===== config.mk =====
export PLATFORM = sky130hd
export DESIGN_NAME = pc_seq_top
export DESIGN_NICKNAME = d
export VERILOG_FILES = /design/src/rtl/pc_seq_pkg.sv /design/src/rtl/pc_seq_decode.sv /design/src/rtl/pc_seq_target.sv /design/src/rtl/pc_seq_link.sv /design/src/rtl/pc_seq_top.sv
export SDC_FILE = /design/constraint.sdc
export NUM_CORES = 1
export LEC_CHECK = 0
export ABC_AREA = 1
export ABC_CLOCK_PERIOD_IN_PS = 4170
export BUFFER_PORTS_ARGS = -buffer_cell sky130_fd_sc_hd__buf_2
export CAP_MARGIN = 40
export CELL_PAD_IN_SITES_DETAIL_PLACEMENT = 1
export CELL_PAD_IN_SITES_GLOBAL_PLACEMENT = 1
export CORE_ASPECT_RATIO = 0.75
export CORE_MARGIN = 2
export CORE_UTILIZATION = 40
export CTS_BUF_LIST = sky130_fd_sc_hd__clkbuf_16
export DETAILED_ROUTE_END_ITERATION = 12
export GPL_TIMING_DRIVEN = 0
export PLACE_DENSITY_LB_ADDON = 0.3
export SLEW_MARGIN = 20
export SYNTH_ARGS = -nofsm -noshare
export SYNTH_HDL_FRONTEND = slang
export SYNTH_HIERARCHICAL = 1
export SYNTH_SLANG_ARGS = --single-unit

===== constraint.sdc =====
create_clock -name clk_i -period 4.17 [get_ports clk_i]
set_clock_uncertainty 0.2 [all_clocks]
set_input_delay 0.417 -clock clk_i [delete_from_list [all_inputs] [get_ports clk_i]]
set_output_delay 0.417 -clock clk_i [all_outputs]
set_load 0.1 [all_outputs]

===== src/rtl/pc_seq_pkg.sv =====
package pc_seq_pkg;
  localparam int unsigned XLEN    = 32;
  localparam int unsigned REG_W   = 5;
  localparam int unsigned OP_W    = 6;
  localparam int unsigned IMM26_W = 26;
  localparam int unsigned IMM16_W = 16;

  localparam logic [OP_W-1:0] OP_SPECIAL = 6'b000000;
  localparam logic [OP_W-1:0] OP_J       = 6'b000010;
  localparam logic [OP_W-1:0] OP_JAL     = 6'b000011;
  localparam logic [OP_W-1:0] OP_BEQ     = 6'b000100;
  localparam logic [OP_W-1:0] OP_BNE     = 6'b000101;
  localparam logic [OP_W-1:0] FN_JR      = 6'b001000;
  localparam logic [OP_W-1:0] FN_JALR    = 6'b001001;

  typedef enum logic [1:0] {
    CF_NONE   = 2'd0,
    CF_BRANCH = 2'd1,
    CF_JIMM   = 2'd2,
    CF_JREG   = 2'd3
  } cf_class_e;

  typedef struct packed {
    cf_class_e        cls;
    logic             link;
    logic [REG_W-1:0] link_rd;
  } cf_dec_t;
endpackage


===== src/rtl/pc_seq_decode.sv =====
module pc_seq_decode
  import pc_seq_pkg::*;
#(
  parameter logic [REG_W-1:0] LINK_REG = 5'd31
) (
  input  logic [XLEN-1:0] instr_i,
  output cf_dec_t         dec_o
);
  logic [OP_W-1:0] op, fn;
  assign op = instr_i[XLEN-1 -: OP_W];
  assign fn = instr_i[OP_W-1:0];

  always_comb begin
    dec_o.cls     = CF_NONE;
    dec_o.link    = 1'b0;
    dec_o.link_rd = LINK_REG;
    unique case (op)
      OP_BEQ, OP_BNE: dec_o.cls = CF_BRANCH;
      OP_J:           dec_o.cls = CF_JIMM;
      OP_JAL: begin
        dec_o.cls  = CF_JIMM;
        dec_o.link = 1'b1;
      end
      OP_SPECIAL: begin
        if (fn == FN_JR) begin
          dec_o.cls = CF_JREG;
        end else if (fn == FN_JALR) begin
          dec_o.cls     = CF_JREG;
          dec_o.link    = 1'b1;
          dec_o.link_rd = instr_i[15:11];
        end
      end
      default: ;
    endcase
  end
endmodule


===== src/rtl/pc_seq_target.sv =====
module pc_seq_target
  import pc_seq_pkg::*;
(
  input  logic [XLEN-1:0] pc_i,
  input  logic [XLEN-1:0] instr_i,
  input  logic [XLEN-1:0] rs_val_i,
  input  logic            br_taken_i,
  input  cf_dec_t         dec_i,
  output logic            taken_o,
  output logic [XLEN-1:0] target_o
);
  localparam int unsigned REGION_W = XLEN - IMM26_W - 2;
  localparam int unsigned SEXT_W   = XLEN - IMM16_W - 2;

  logic [XLEN-1:0] seq_pc, jimm_tgt, br_tgt, br_off;

  assign seq_pc   = pc_i + XLEN'(4);
  // region bits come from the following address, not the jump itself
  assign jimm_tgt = {seq_pc[XLEN-1 -: REGION_W], instr_i[IMM26_W-1:0], 2'b00};
  assign br_off   = {{SEXT_W{instr_i[IMM16_W-1]}}, instr_i[IMM16_W-1:0], 2'b00};
  assign br_tgt   = seq_pc + br_off;

  always_comb begin
    taken_o  = 1'b0;
    target_o = seq_pc;
    unique case (dec_i.cls)
      CF_BRANCH: begin
        taken_o  = br_taken_i;
        target_o = br_tgt;
      end
      CF_JIMM: begin
        taken_o  = 1'b1;
        target_o = jimm_tgt;
      end
      CF_JREG: begin
        taken_o  = 1'b1;
        target_o = rs_val_i;
      end
      default: ;
    endcase
  end
endmodule


===== src/rtl/pc_seq_link.sv =====
module pc_seq_link
  import pc_seq_pkg::*;
(
  input  logic             fire_i,
  input  logic [XLEN-1:0]  pc_i,
  input  cf_dec_t          dec_i,
  output logic             we_o,
  output logic [REG_W-1:0] addr_o,
  output logic [XLEN-1:0]  data_o
);
  // return skips the delay slot
  assign we_o   = fire_i & dec_i.link;
  assign addr_o = dec_i.link_rd;
  assign data_o = pc_i + XLEN'(8);
endmodule


===== src/rtl/pc_seq_top.sv =====
module pc_seq_top
  import pc_seq_pkg::*;
#(
  parameter logic [31:0] RESET_PC = 32'h0040_0000,
  parameter logic [4:0]  LINK_REG = 5'd31
) (
  input  logic        clk_i,
  input  logic        rst_ni,
  input  logic        instr_valid_i,
  input  logic [31:0] instr_i,
  input  logic [31:0] rs_val_i,
  input  logic        br_taken_i,
  output logic [31:0] pc_o,
  output logic        in_slot_o,
  output logic        link_we_o,
  output logic [4:0]  link_addr_o,
  output logic [31:0] link_data_o,
  output logic        slot_illegal_o
);
  logic [XLEN-1:0] pc_q, tgt_q, tgt_d;
  logic            pend_q, taken, is_cf, start;
  cf_dec_t         dec;

  pc_seq_decode #(.LINK_REG(LINK_REG)) u_dec (
    .instr_i (instr_i),
    .dec_o   (dec)
  );

  pc_seq_target u_tgt (
    .pc_i       (pc_q),
    .instr_i    (instr_i),
    .rs_val_i   (rs_val_i),
    .br_taken_i (br_taken_i),
    .dec_i      (dec),
    .taken_o    (taken),
    .target_o   (tgt_d)
  );

  pc_seq_link u_link (
    .fire_i (instr_valid_i & ~pend_q),
    .pc_i   (pc_q),
    .dec_i  (dec),
    .we_o   (link_we_o),
    .addr_o (link_addr_o),
    .data_o (link_data_o)
  );

  assign is_cf = (dec.cls != CF_NONE);
  assign start = instr_valid_i & ~pend_q & taken;

  always_ff @(posedge clk_i or negedge rst_ni) begin
    if (!rst_ni) begin
      pc_q   <= RESET_PC;
      tgt_q  <= RESET_PC;
      pend_q <= 1'b0;
    end else if (instr_valid_i) begin
      if (pend_q) begin
        pc_q   <= tgt_q;
        pend_q <= 1'b0;
      end else begin
        pc_q <= pc_q + XLEN'(4);
        if (start) begin
          tgt_q  <= tgt_d;
          pend_q <= 1'b1;
        end
      end
    end
  end

  assign pc_o           = pc_q;
  assign in_slot_o      = pend_q;
  assign slot_illegal_o = instr_valid_i & pend_q & is_cf;
endmodule


==> summary.md <==
| Metric | Value |
|---|---|
| Status | `finished, final reports clean` |
| Avg WL per Cell | `19.3 µm` |
| Vias in the first global route | `9,793` |
| Reg2reg end | `tgt_q[14]` |
| Cells after Synth | `1,405` |
| Sequential area share after synthesis | `0.197` |
| Register area | `1660 µm²` |
| Die Span X | `170 µm` |
| Clk sinks | `65` |
| Worst Path Required | `4190 ps` |
| R2R Setup Slk | `190 ps` |
| Synth top area share | `0.232` |
| Initial antenna violation count | `0` |
| Leak | `5.13 nW` |
| Starting DRT DRC Count | `950` |
| Pre-Repair DR Iteration Count | `5` |
| CTS max path bufs | `2` |
| # setup viols final | `0` |
| Yosys reg bits | `65` |
| Antenna Violating Nets Remaining | `0` |
| Synth Flop Type | `dfrtp_1` |
| Max Cap Viol | `0` |
| IO Count | `140` |
| CTS tree | `done` |
| Slew @ Worst Pin | `775 ps` |
| Final weighted congestion in routability-driven placement | `0.938` |
| Metal2 WL | `15,300 µm` |
| Hold Path Class | `primary input to asynchronous set/reset pin` |
| Clk root buf | `clkbuf_16` |
| Setup CP Type | `flip-flop to flip-flop` |
| Row count | `45` |
| Fill count | `2,886` |
| Nets@finish | `1,673` |
| Worst-path clk slew | `60 ps` |
| VDD IR max | `200 µV` |
| Layout cells sized above 1 | `0.188` |
| Fin util | `0.485` |
| Area delta synth->final | `18.9%` |
| Highest routed metal layer | `met4` |
| Netlist Area Pre-Place | `8250 µm²` |
| Crit-path max FO | `11` |
| CTS buffer count | `9` |
| Clk Latency, worst-skew pair | `340 ps` |
| Initial Util | `0.408` |
| Slew HR | `0.483` |
| DP Wirelength | `28,100 µm` |
| First-pass GRT wire length | `54,200 µm` |
| Setup TNS Final | `0 ps` |
| Post-synthesis net count | `1,510` |
| Critical Path End Type | `flip-flop` |
| Antenna Diode Count | `0` |
| Top post-synthesis cells by count | `509 x nand2_1, 190 x inv_1, 160 x nor2_1` |
| Die area | `21,800 µm²` |
| Worst Setup SP | `pc_o[12]` |
| Critical path data arrival time | `4000 ps` |
| Met3 routed WL | `2980 µm` |
| Cell count of the worst reg-to-reg path | `14` |
| Yosys top cell by area | `nand2_1` |
| Area occupied by multi-input gates | `5780 µm²` |
| FMAX | `0.251 GHz` |
| Fin. max-slew vios | `0` |
| Hold Violations, Final | `0` |
| Overflow after GRT | `0` |
| Avg Vias per Cell | `5.48` |
| # H-tree levels | `3` |
| Total global routing track utilization | `0.323` |
| Tcrit/Tclk final | `0.954` |
| CP Launch Type | `flip-flop` |
| Core ar. | `20,200 µm²` |
| Die Span Y | `128 µm` |
| # port buffers | `138` |
| Routed WL | `35,300 µm` |
| Ys Warns | `6` |
| Synth top area cells | `nand2_1 23%, dfrtp_1 19%, inv_1 8.6%` |
| Mean post-synth cell area | `5.87 µm²` |
| Number of enable flip-flop cells after synthesis | `0` |
| Power per standard cell area | `484 nW/µm²` |
| DR vias | `10,000` |
| Distinct cells, synth | `47` |
| WL met1 | `16,600 µm` |
| Non-filler instance count after layout | `1,831` |
| Inst Count DP | `1,802` |
| Top-count cell post-synth | `nand2_1` |
| DRC viols | `0` |
| Largest net degree at the start of global routing | `55` |
| Worst r2r src | `pc_o[12]` |
| Async SR Flop Fraction | `1.00` |
| Tmin final | `3980 ps` |
area by class of cell:
| cell class | count | share of cell area |
|---|---|---|
| plain buffers | 33 | 0.0194 |
| clock buffers | 9 | 0.0230 |
| clock inverters | 7 | 0.00791 |
| inverters | 194 | 0.0745 |
| multi-input cells | 1113 | 0.590 |
| flip-flops and latches | 65 | 0.169 |
| well taps | 258 | 0.0329 |
| repair buffers | 152 | 0.0837 |
registers in the layout (all words and copies together), names as in the netlist:
register / cells
pc_o: 32
tgt_q: 32
in_slot_o: 1
cells by family after synthesis:
family	synth area share
AO/OA/AOI/OAI	0.0930
XOR/XNOR	0.0520
adder cells (fa/ha/maj)	0.0570
buffers and inverters	0.112
flip-flops	0.197
multiplexers	0.0196
AND/OR/NAND/NOR	0.469
cells in the final DEF (no fill, tap or decap), types with 6 or more instances in the layout:
cell type  count
a21oi_1       51
a22o_1        10
buf_2        145
buf_4         22
clkbuf_1      10
clkbuf_16      9
dfrtp_1       41
dfrtp_2       21
ha_1          35
inv_1        190
mux2_4         7
nand2_1      507
nand2_2       11
nand3_1       98
nand3b_1      22
nand4_1       25
nor2_1       157
nor2_2        14
nor2_4        13
nor3_1         6
o21ai_0       35
o21bai_1       9
o22ai_1        7
or2_2         12
xnor2_1        8
xor2_1        36
worst max-delay path, stage by stage, from the launching register on:
cell	delay (ps)
dfrtp_2	540
nand2_2	150
nor2_2	240
nand2_1	110
nor2_2	260
xor2_1	330
ha_1	310
a21oi_1	220
o21ai_0	280
inv_1	120
nand3_1	250
or2_2	360
nand3_1	70
nand4_1	140
mux2_2	290
worst max-delay path by stage:
stage	depth (start not counted)	end	slack, ps
detailed placement	19	tgt_q[21]	-110
CTS	14	tgt_q[14]	10
finish	14	tgt_q[14]	190
global placement	19	tgt_q[21]	-30
floorplan	5	link_data_o[11]	140
global route	20	tgt_q[29]	-20
repair_timing:
| item | in CTS | in global routing |
|---|---|---|
| endpoints found under the setup margin | 5 | 14 |
| endpoints found under the hold margin | 11 | 0 |
| hold buffers | 1 | 0 |
| pin swaps | 0 | 1 |
| gates resized for setup | 8 | 28 |
| setup buffers | 0 | 12 |
metrics by stage:
step	setup slack (ps)	instance area [µm²]	hold WS, ps	power (mW)
after floorplan	139	8290	-78.6	3.16
after detailed placement	-114	9330	74.6	3.84
after global routing	-23.0	9810	288	5.00
after global placement	-29.4	9300	292	3.75
final	191	9810	276	4.75
after CTS	12.5	9650	259	4.64
where the power goes:
part / internal [mW] / switching (mW)
Sequential: 0.792 / 0.294
Combinational: 0.681 / 2.19
Clock: 0.469 / 0.322
layer usage:
| metal | GRT usage | up-vias |
|---|---|---|
| met5 | 0 | - |
| met4 | 0.0598 | 0 |
| met3 | 0.0664 | 37 |
| met2 | 0.502 | 405 |
| met1 | 0.467 | 4827 |
| li1 | - | 4767 |
Power figures use the tool's default switching activity.
